===== config.mk =====
export PLATFORM = sky130hd
export DESIGN_NAME = pix_timing_gen
export DESIGN_NICKNAME = d
export VERILOG_FILES = /design/src/rtl/ptg_pkg.sv /design/src/rtl/ptg_frame_ctr.sv /design/src/rtl/ptg_pulse_train.sv /design/src/rtl/ptg_coord.sv /design/src/rtl/pix_timing_gen.sv
export SDC_FILE = /design/constraint.sdc
export NUM_CORES = 1
export LEC_CHECK = 0
export ABC_CLOCK_PERIOD_IN_PS = 6100
export BUFFER_PORTS_ARGS = -buffer_cell sky130_fd_sc_hd__buf_2
export CAP_MARGIN = 20
export CORE_MARGIN = 3
export CORE_UTILIZATION = 40
export DETAILED_ROUTE_END_ITERATION = 10
export HOLD_SLACK_MARGIN = 0.02
export PLACE_DENSITY = 0.56
export SYNTH_ARGS = -nofsm -noshare
export SYNTH_HDL_FRONTEND = slang
export SYNTH_HIERARCHICAL = 1
export SYNTH_SLANG_ARGS = --single-unit

===== constraint.sdc =====
create_clock -name clk -period 6.1 [get_ports clk]
set_input_delay 0.305 -clock clk [delete_from_list [all_inputs] [get_ports clk]]
set_output_delay 0.305 -clock clk [all_outputs]
set_load 0.02 [all_outputs]

===== src/rtl/ptg_pkg.sv =====
package ptg_pkg;
  // Default widths of the long (frame-scale) and short (line-scale) counts
  localparam int PTG_LONG_W  = 24;
  localparam int PTG_SHORT_W = 16;

  // Half-open window test on zero-extended operands
  function automatic logic win_hit(input logic [PTG_LONG_W:0] p,
                                   input logic [PTG_LONG_W:0] lo,
                                   input logic [PTG_LONG_W:0] len);
    logic [PTG_LONG_W:0] hi_lim;
    hi_lim  = lo + len;
    win_hit = (p >= lo) && (p < hi_lim);
  endfunction
endpackage


===== src/rtl/ptg_frame_ctr.sv =====
module ptg_frame_ctr #(
  parameter int VW = ptg_pkg::PTG_LONG_W
) (
  input  logic        clk,
  input  logic        rst,
  input  logic        en,
  input  logic [VW-1:0] vs_delay,
  input  logic [VW-1:0] vs_high,
  input  logic [VW-1:0] vs_low,
  output logic [VW:0] pos,
  output logic        running,
  output logic        frame_end,
  output logic        vs_win
);
  localparam int FW = VW + 1;

  logic [FW-1:0] period;
  logic [FW-1:0] last_pos;

  assign period    = {1'b0, vs_high} + {1'b0, vs_low};
  assign last_pos  = period - 1'b1;
  assign frame_end = running && (pos == last_pos);

  if (VW == ptg_pkg::PTG_LONG_W) begin : g_pkg_win
    assign vs_win = running && ptg_pkg::win_hit(pos, {1'b0, vs_delay}, {1'b0, vs_high});
  end else begin : g_local_win
    logic [FW-1:0] win_end;
    assign win_end = {1'b0, vs_delay} + {1'b0, vs_high};
    assign vs_win  = running && (pos >= {1'b0, vs_delay}) && (pos < win_end);
  end

  always_ff @(posedge clk) begin
    if (rst || !en) begin
      pos     <= '0;
      running <= 1'b0;
    end else begin
      running <= 1'b1;
      if (frame_end)    pos <= '0;
      else if (running) pos <= pos + 1'b1;
    end
  end

  AST_FRAME_WRAP: assert property (@(posedge clk) disable iff (rst)
    (en && frame_end) |=> (pos == '0)) else $error("frame did not restart");

  AST_HOLD_ZERO: assert property (@(posedge clk) disable iff (rst)
    !en |=> (pos == '0 && !running)) else $error("counter moved while disabled");
endmodule


===== src/rtl/ptg_pulse_train.sv =====
module ptg_pulse_train #(
  parameter int W = ptg_pkg::PTG_SHORT_W
) (
  input  logic         clk,
  input  logic         rst,
  input  logic         clear,
  input  logic         step,
  input  logic [W-1:0] hi_len,
  input  logic [W-1:0] lo_len,
  input  logic [W-1:0] count,
  output logic [W:0]   pos,
  output logic [W-1:0] idx,
  output logic         in_train,
  output logic         high
);
  logic [W:0] period;
  logic       wrap;

  assign period   = {1'b0, hi_len} + {1'b0, lo_len};
  assign wrap     = (pos == period - 1'b1);
  assign in_train = (idx < count);
  assign high     = in_train && (pos < {1'b0, hi_len});

  always_ff @(posedge clk) begin
    if (rst || clear) begin
      pos <= '0;
      idx <= '0;
    end else if (step) begin
      if (wrap) begin
        pos <= '0;
        if (in_train) idx <= idx + 1'b1;
      end else begin
        pos <= pos + 1'b1;
      end
    end
  end

  AST_IDX_BOUND: assert property (@(posedge clk) disable iff (rst)
    idx <= count) else $error("pulse index beyond count");
endmodule


===== src/rtl/ptg_coord.sv =====
module ptg_coord #(
  parameter int W = ptg_pkg::PTG_SHORT_W
) (
  input  logic         clk,
  input  logic         rst,
  input  logic         live,
  input  logic         armed,
  input  logic         de_high,
  input  logic         de_in_train,
  input  logic [W:0]   de_pos,
  input  logic [W-1:0] de_idx,
  input  logic [W-1:0] de_hi_len,
  input  logic [W-1:0] de_count,
  output logic         de_o,
  output logic [W-1:0] x_o,
  output logic [W-1:0] y_o
);
  logic         de_nx;
  logic [W-1:0] x_nx;
  logic [W-1:0] y_nx;
  logic         past_high;

  assign past_high = (de_pos >= {1'b0, de_hi_len});
  assign de_nx     = armed && de_high;
  assign x_nx      = de_nx ? de_pos[W-1:0] : '0;

  always_comb begin
    if (!armed)           y_nx = '0;
    else if (de_in_train) y_nx = de_idx + {{(W-1){1'b0}}, past_high};
    else                  y_nx = de_count;
  end

  always_ff @(posedge clk) begin
    if (rst || !live) begin
      de_o <= 1'b0;
      x_o  <= '0;
      y_o  <= '0;
    end else begin
      de_o <= de_nx;
      x_o  <= x_nx;
      y_o  <= y_nx;
    end
  end

  AST_X_CLEAR: assert property (@(posedge clk) disable iff (rst)
    $fell(de_o) |-> (x_o == '0)) else $error("column not cleared");

  AST_Y_STEP: assert property (@(posedge clk) disable iff (rst)
    ($fell(de_o) && y_o != '0) |-> (y_o == $past(y_o) + 1'b1)) else $error("row did not step");
endmodule


===== src/rtl/pix_timing_gen.sv =====
module pix_timing_gen #(
  parameter int VW = ptg_pkg::PTG_LONG_W,
  parameter int HW = ptg_pkg::PTG_SHORT_W
) (
  input  logic          clk,
  input  logic          rst,
  input  logic          en,
  input  logic [VW-1:0] cfg_vs_delay,
  input  logic [VW-1:0] cfg_vs_high,
  input  logic [VW-1:0] cfg_vs_low,
  input  logic [HW-1:0] cfg_hs_high,
  input  logic [HW-1:0] cfg_hs_low,
  input  logic [HW-1:0] cfg_hs_count,
  input  logic [VW-1:0] cfg_de_delay,
  input  logic [HW-1:0] cfg_de_high,
  input  logic [HW-1:0] cfg_de_low,
  input  logic [HW-1:0] cfg_de_count,
  output logic          vs_o,
  output logic          hs_o,
  output logic          de_o,
  output logic [HW-1:0] x_o,
  output logic [HW-1:0] y_o
);
  logic [VW:0]   fpos;
  logic          running, frame_end, vs_win, live, restart, de_armed;
  logic [HW:0]   hs_pos, de_pos;
  logic [HW-1:0] hs_idx, de_idx;
  logic          hs_in, hs_high, de_in, de_high;

  assign live     = en && running;
  assign restart  = !en || frame_end;
  assign de_armed = running && (fpos >= {1'b0, cfg_de_delay});

  ptg_frame_ctr #(.VW(VW)) u_frame (
    .clk(clk), .rst(rst), .en(en),
    .vs_delay(cfg_vs_delay), .vs_high(cfg_vs_high), .vs_low(cfg_vs_low),
    .pos(fpos), .running(running), .frame_end(frame_end), .vs_win(vs_win)
  );

  ptg_pulse_train #(.W(HW)) u_hs_train (
    .clk(clk), .rst(rst), .clear(restart), .step(running),
    .hi_len(cfg_hs_high), .lo_len(cfg_hs_low), .count(cfg_hs_count),
    .pos(hs_pos), .idx(hs_idx), .in_train(hs_in), .high(hs_high)
  );

  ptg_pulse_train #(.W(HW)) u_de_train (
    .clk(clk), .rst(rst), .clear(restart), .step(de_armed),
    .hi_len(cfg_de_high), .lo_len(cfg_de_low), .count(cfg_de_count),
    .pos(de_pos), .idx(de_idx), .in_train(de_in), .high(de_high)
  );

  ptg_coord #(.W(HW)) u_coord (
    .clk(clk), .rst(rst), .live(live), .armed(de_armed),
    .de_high(de_high), .de_in_train(de_in), .de_pos(de_pos), .de_idx(de_idx),
    .de_hi_len(cfg_de_high), .de_count(cfg_de_count),
    .de_o(de_o), .x_o(x_o), .y_o(y_o)
  );

  always_ff @(posedge clk) begin
    if (rst || !live) begin
      vs_o <= 1'b0;
      hs_o <= 1'b0;
    end else begin
      vs_o <= vs_win;
      hs_o <= hs_high;
    end
  end

  AST_OUT_LOW: assert property (@(posedge clk) disable iff (rst)
    !en |=> (!vs_o && !hs_o && !de_o && x_o == '0 && y_o == '0)) else $error("outputs active while disabled");

  AST_HS_IDLE_TAIL: assert property (@(posedge clk) disable iff (rst)
    (live && !hs_in) |=> !hs_o) else $error("hs pulse after count exhausted");
endmodule


==> run_results.csv, run 1 <==
group,metric,value,unit
detailed_routing,ant_nets,0,
global_route,grt_max_degree,32,
worst_setup_path,crit_chain,"buf_2 -> inv_1 -> ha_1 -> inv_1 -> ha_1 -> fa_1 -> a211oi_2 -> o21ai_1 -> a31oi_2 -> a221oi_1 -> a211oi_1 -> nor2_1 -> o311a_1 -> nand4_1 -> nor4_1 -> nand2b_1 -> nor2_1 -> o311ai_0 -> o41ai_1",
detailed_routing,via_per_inst,5.328,
global_route,grt_overflow_total,0,
floorplanning,start_util,40.76,%
detailed_routing,drc,0,
layout,fill_cells,3996,
layout,syn2layout_area_growth,13.13,%
worst_hold_path,holdPathStages,3,
clocking,cts_tree,"yes",
timing,finalClockSkew,0.01155,ns
clocking,cts_buffer_depth,2,
worst_setup_path,cp-endpoint,"u_hs_train/idx[9]",
timing,fin_setup_tns,0,ns
worst_setup_path,critPathTopFamily,"compound AO/OA/AOI/OAI gates",
detailed_routing,wl_per_cell,16.16,um
worst_setup_path,start_kind,"input port",
timing,worstMarginPinSlew,1.054,ns
worst_setup_path,cp_num_buf_inv,3,
logic_synthesis,synth_area,15860,um^2
timing,hold_viol,0,
floorplanning,core_area,38920,um^2
worst_setup_path,crit_cells,19,
floorplanning,io_pins,230,
global_route,grt_util_all_layers,20.56,%
timing,rsz0062_at_grt,"false",
timing,slew_headroom,29.46,%
global_route,grt_pass1_wl,70.32,mm
floorplanning,die_w,205.1,um
clocking,post_cts_resized,0,
logic_synthesis,avgSynthCellArea,7.806,um^2
placed_design,port_buffers,229,
worst_setup_path,r2r_cells,13,
worst_setup_path,r2r_slack,1.80,ns
power,power.density,165.0,nW/um^2
clocking,cts_setup_buffers,0,
timing,final_max_slew_viol_count,0,
timing,finalSetupViolations,0,
worst_setup_path,crit_slowest_cell,"nor2_1",
placed_design,routabilityCongestion,0.9070,
power,p_total,2.961,mW
timing,fmax,218.9,MHz
layout,drive_above_1_share,15.07,%
clocking,cts_buffers,17,
detailed_routing,drt_pre_antenna_iters,5,
worst_setup_path,critical_path_arrival,4.89,ns
placed_design,dp_hpwl,36.81,mm
clocking,htreeDepth,4,
detailed_routing,drt_wl_total,44.53,mm
flow_run,max-cap-violations,0,
logic_synthesis,ys_warn_count,6,
layout,finalNetCount,2712,
floorplanning,rows,72,
clocking,cts.sink_count,127,
timing,period_needed,4.569,ns
floorplanning,dieHeight,205.1,um
worst_setup_path,criticalPathCategory,"in -> reg",
floorplanning,fp.dieArea,42080,um^2
clocking,path_clk_slew,0.06,ns
power,peakVddDrop,0.1143,mV
worst_setup_path,r2r_start,"u_frame/pos[10]",
worst_setup_path,crit_start,"cfg_vs_high[1]",
global_route,grt_pass1_vias,13950,
global_route,antenna_found_initial,1,
worst_setup_path,slowest_delay,0.91,ns
logic_synthesis,syn_nets,2519,
detailed_routing,vias,14680,
outcome,status,"finished, final reports clean",
timing,min_period_over_period,74.90,%
worst_setup_path,crit_fanout,17,
clocking,root_buffer,"clkbuf_16",
logic_synthesis,syn_inst,2032,
worst_setup_path,cp.required,6.42,ns
worst_setup_path,worstReg2RegEnd,"u_de_train/idx[4]",
power,p_leak,8.977,nW
detailed_routing,drt-initial-drc-count,789,
worst_setup_path,crit_path_end_kind,"flop",
clocking,cts_hold_buf,0,
worst_hold_path,hp-class,"in -> reg",
clocking,clkLatencyLatePin,0.42,ns
[cells in the final DEF (no fill, tap or decap), drive strengths merged, types with 5 or more instances in the layout]
master   count
dfxtp      127
xor2        87
or3         15
nor2b       21
a31oi       15
buf        234
o21a        21
o41ai       12
and3        42
o21bai      14
or4         16
nor2       102
nand4       57
o21ai       72
a21boi       9
o211ai      36
mux2i       12
o311a        5
a211o        8
ha         288
nand2b      16
a2111oi     18
and2        10
a21oi      114
and4         7
clkbuf      24
a2bb2oi      5
nand2      132
inv        343
nor3        78
xnor2       90
a211oi      34
a21o        36
nand3       43
nor4        19
o311ai      11
[where the power goes]
part           leakage [nW]  internal, mW  switching [mW]
Combinational          7.69         0.469           0.680
Sequential             1.02         0.831         0.00151
Clock                 0.266         0.617           0.363
[worst min-delay path by stage]
stage                             startpoint            endpoint
after detailed placement  u_hs_train/idx[15]  u_hs_train/idx[15]
after global routing         cfg_de_count[0]      u_coord/y_o[0]
after floorplan                          rst                hs_o
final                        cfg_de_count[0]      u_coord/y_o[0]
after global placement    u_hs_train/idx[15]  u_hs_train/idx[15]
after CTS                    cfg_de_count[0]      u_coord/y_o[0]
[sequential cells by signal (all words and copies together), names as in the netlist, 16 cells and up]
register        flops
u_hs_train/pos     17
u_coord/x_o        16
u_frame/pos        25
u_coord/y_o        16
u_de_train/idx     16
u_de_train/pos     17
u_hs_train/idx     16
[per-stage QoR]
stage | cell area [um^2] | util [%] | hold WS, ns | cells | setup slack, ns
floorplan | 15860 | - | 0.3808 | 2032 | 1.811
global placement | 17380 | 44.65 | 0.4745 | 2723 | 1.271
finish | 17940 | 46.11 | 0.1318 | 2755 | 1.531
detailed placement | 17380 | 44.65 | 0.4865 | 2723 | 1.154
CTS | 17930 | 46.08 | 0.1180 | 2753 | 1.577
global route | 17940 | 46.10 | 0.1214 | 2754 | 1.045
[tightest hold or removal path: stages]
cell     delay [ns]
buf_2          0.09
mux2i_1        0.05
nor2_1         0.07
[layer usage]
layer  up-vias  wire (um)  GRT usage (%)
li1       7537          -              -
met1      6779      21420          28.13
met2       324      20460          34.37
met3        40       1921          2.670
met4         0        722          4.808
met5         -          0              0
[layout make-up]
cell class	count	area, um^2	area share, %
Antenna cell	1	2.502	0.01395
Clock buffer	24	471.7	2.629
Clock inverter	6	85.08	0.4742
Inverter	343	1287	7.175
Multi-Input combinational cell	1502	11720	65.33
Sequential cell	127	2542	14.17
Tap cell	518	648.1	3.612
Timing Repair Buffer	234	1184	6.596
Note: power is estimated with default switching activity, not from simulation.
==> run 2, diff against run 1 <==
- ABC_CLOCK_PERIOD_IN_PS: 6100 -> 3900
- PLACE_DENSITY: 0.56 -> 0.58
- clock period: 6.1 -> 3.9 ns (I/O delays scaled with it)
==> run 2 against run 1 <==
Die area is the same. Critical path type unchanged. Cell count grew 5.1%. Highest routed layer is now met5. Worst hold slack lost 0.077 ns. Final area grew 6.4%. Power grew 63%. Critical path depth grew 1.
==> run_results.csv, run 2 (synthesis gave the netlist of run 1 again) <==
group,metric,value,unit
outcome,status,"finished, final reports clean",
placed_design,routabilityCongestion,0.9360,
layout,stdcell_count,2895,
floorplanning,io_pins,230,
worst_hold_path,timing.hold.worst.start,"cfg_de_count[4]",
placed_design,port_buffers,229,
floorplanning,die_w,205.1,um
worst_setup_path,r2r_slack,0.31,ns
layout,top_regs,"u_frame/pos x25, u_de_train/pos x17, u_hs_train/pos x17",
timing,slew_headroom,41.12,%
worst_hold_path,hold_path_end,"u_coord/y_o[4]",
detailed_routing,drc,0,
floorplanning,rows,72,
global_route,grt_util_all_layers,21.92,%
global_route,grt_pass1_wl,75.07,mm
clocking,cts_buffer_depth,2,
worst_setup_path,crit_chain,"buf_2 -> ha_1 -> buf_4 -> a211oi_1 -> buf_4 -> o21ai_0 -> a221oi_2 -> buf_4 -> inv_1 -> a211o_1 -> xnor2_1 -> ha_1 -> a21o_1 -> a21o_1 -> a21oi_1 -> o21ai_0 -> a2111oi_1 -> a211oi_1 -> a211oi_1 -> nor3b_1",
global_route,antenna_found_initial,4,
detailed_routing,vias,15340,
power,peakVddDrop,0.2425,mV
worst_setup_path,criticalPathCategory,"in -> reg",
floorplanning,fp.dieArea,42080,um^2
worst_hold_path,holdPathStages,3,
clocking,htreeDepth,4,
layout,finalNetCount,2848,
worst_setup_path,start_kind,"input port",
timing,fin_setup_tns,0,ns
flow_run,max-cap-violations,0,
timing,min_period_over_period,96.16,%
clocking,path_clk_slew,0.06,ns
timing,fmax,266.7,MHz
power,power.density,252.7,nW/um^2
worst_setup_path,critPathTopFamily,"compound AO/OA/AOI/OAI gates",
worst_setup_path,cp_num_buf_inv,5,
floorplanning,dieHeight,205.1,um
timing,finalClockSkew,0.01509,ns
timing,hold_viol,0,
worst_setup_path,r2r_start,"u_frame/pos[10]",
clocking,cts_buffers,17,
global_route,grt_overflow_total,0,
clocking,root_buffer,"clkbuf_16",
floorplanning,start_util,40.76,%
layout,final_common_cell,"inv_1",
power,p_leak,9.685,nW
layout,layout_common_cells,"inv_1 (343), ha_1 (288), buf_2 (229), buf_4 (135), nand2_1 (132)",
detailed_routing,via_per_inst,5.298,
worst_setup_path,slowest_delay,0.42,ns
detailed_routing,wl_per_cell,16.19,um
clocking,cts_tree,"yes",
layout,syn2layout_area_growth,20.33,%
worst_setup_path,worstReg2RegEnd,"u_de_train/idx[3]",
timing,final_max_slew_viol_count,0,
detailed_routing,drt_wl_total,46.88,mm
layout,largest_reg_flops,25,
layout,final_util,49.04,%
timing,finalSetupViolations,0,
clocking,clkLatencyLatePin,0.42,ns
worst_setup_path,crit_path_end_kind,"flop",
placed_design,dp_hpwl,39.10,mm
worst_setup_path,crit_slowest_cell,"a2111oi_1",
worst_setup_path,cp.required,4.25,ns
detailed_routing,drt_pre_antenna_iters,5,
layout,drive_above_1_share,20.43,%
layout,regMostFlops,"u_frame/pos",
clocking,cts.sink_count,127,
floorplanning,core_area,38920,um^2
placed_design,place_inst,2859,
worst_hold_path,hp-class,"in -> reg",
worst_setup_path,crit_fanout,3,
worst_setup_path,critical_path_arrival,4.10,ns
detailed_routing,ant_nets,0,
global_route,grt_max_degree,32,
timing,period_needed,3.750,ns
power,p_total,4.823,mW
global_route,grt_pass1_vias,15140,
worst_setup_path,r2r_cells,10,
detailed_routing,drt-initial-drc-count,642,
timing,worstMarginPinSlew,0.8739,ns
## run 2: metal layers
metal	global-route usage, %	part of all wire [%]	up-vias
met5	0	0.028	-
met4	6.785	2.5	2
met3	3.226	4.4	75
met2	37.53	47	351
met1	28.41	46	7088
li1	-	-	7821
## run 2: worst reg2reg max path: stages (launching register included)
cell and delay (ns):
dfxtp_1 0.41, ha_1 0.35, nand4_1 0.11, or3_1 0.37, nor4_2 0.48, o311a_1 0.40
inv_1 0.07, nor4_1 0.34, nand4_2 0.36, or4_1 0.57, nand2_1 0.08
## run 2: how the worst max path moves through the flow
stage | start | cells past startpoint | endpoint
after global routing | cfg_vs_high[1] | 20 | u_hs_train/idx[9]
after detailed placement | cfg_vs_delay[0] | 20 | vs_o
after floorplan | cfg_vs_high[1] | 20 | u_hs_train/idx[2]
final | cfg_vs_delay[0] | 20 | vs_o
after CTS | cfg_vs_delay[0] | 20 | vs_o
after global placement | cfg_vs_delay[0] | 20 | vs_o
## run 2: where the power goes
group / switching (mW) / internal (mW)
logic: 1.11 / 0.883
clock network: 0.638 / 0.894
registers: 0.00257 / 1.30
## run 2: timing repair
action / CTS / global route
hold buffers: 1 / 0
hold endpoints to repair: 1 / 0
resized for setup: 0 / 11
endpoints found under the setup margin: 0 / 67
setup buffers: 0 / 0
## run 2: area by class of cell
| class | instances | area (um^2) |
|---|---|---|
| fill | 3930 | 19830 |
| multi-input combinational | 1502 | 11770 |
| sequential | 127 | 2542 |
| timing repair buffer | 370 | 2270 |
| inverter | 343 | 1287 |
| tap | 518 | 648.1 |
| clock buffer | 19 | 442.9 |
| clock inverter | 13 | 115.1 |
| antenna | 3 | 7.507 |
## run 2: stage by stage
| step | hold WS [ns] | worst slack [ns] | area [um^2] |
|---|---|---|---|
| floorplan | 0.2708 | 0.02727 | 15870 |
| global placement | 0.4628 | -0.3118 | 18460 |
| detailed placement | 0.4559 | -0.3714 | 18460 |
| CTS | 0.03691 | 0.06254 | 19030 |
| global route | 0.06420 | -0.06154 | 19090 |
| finish | 0.05519 | 0.1498 | 19090 |
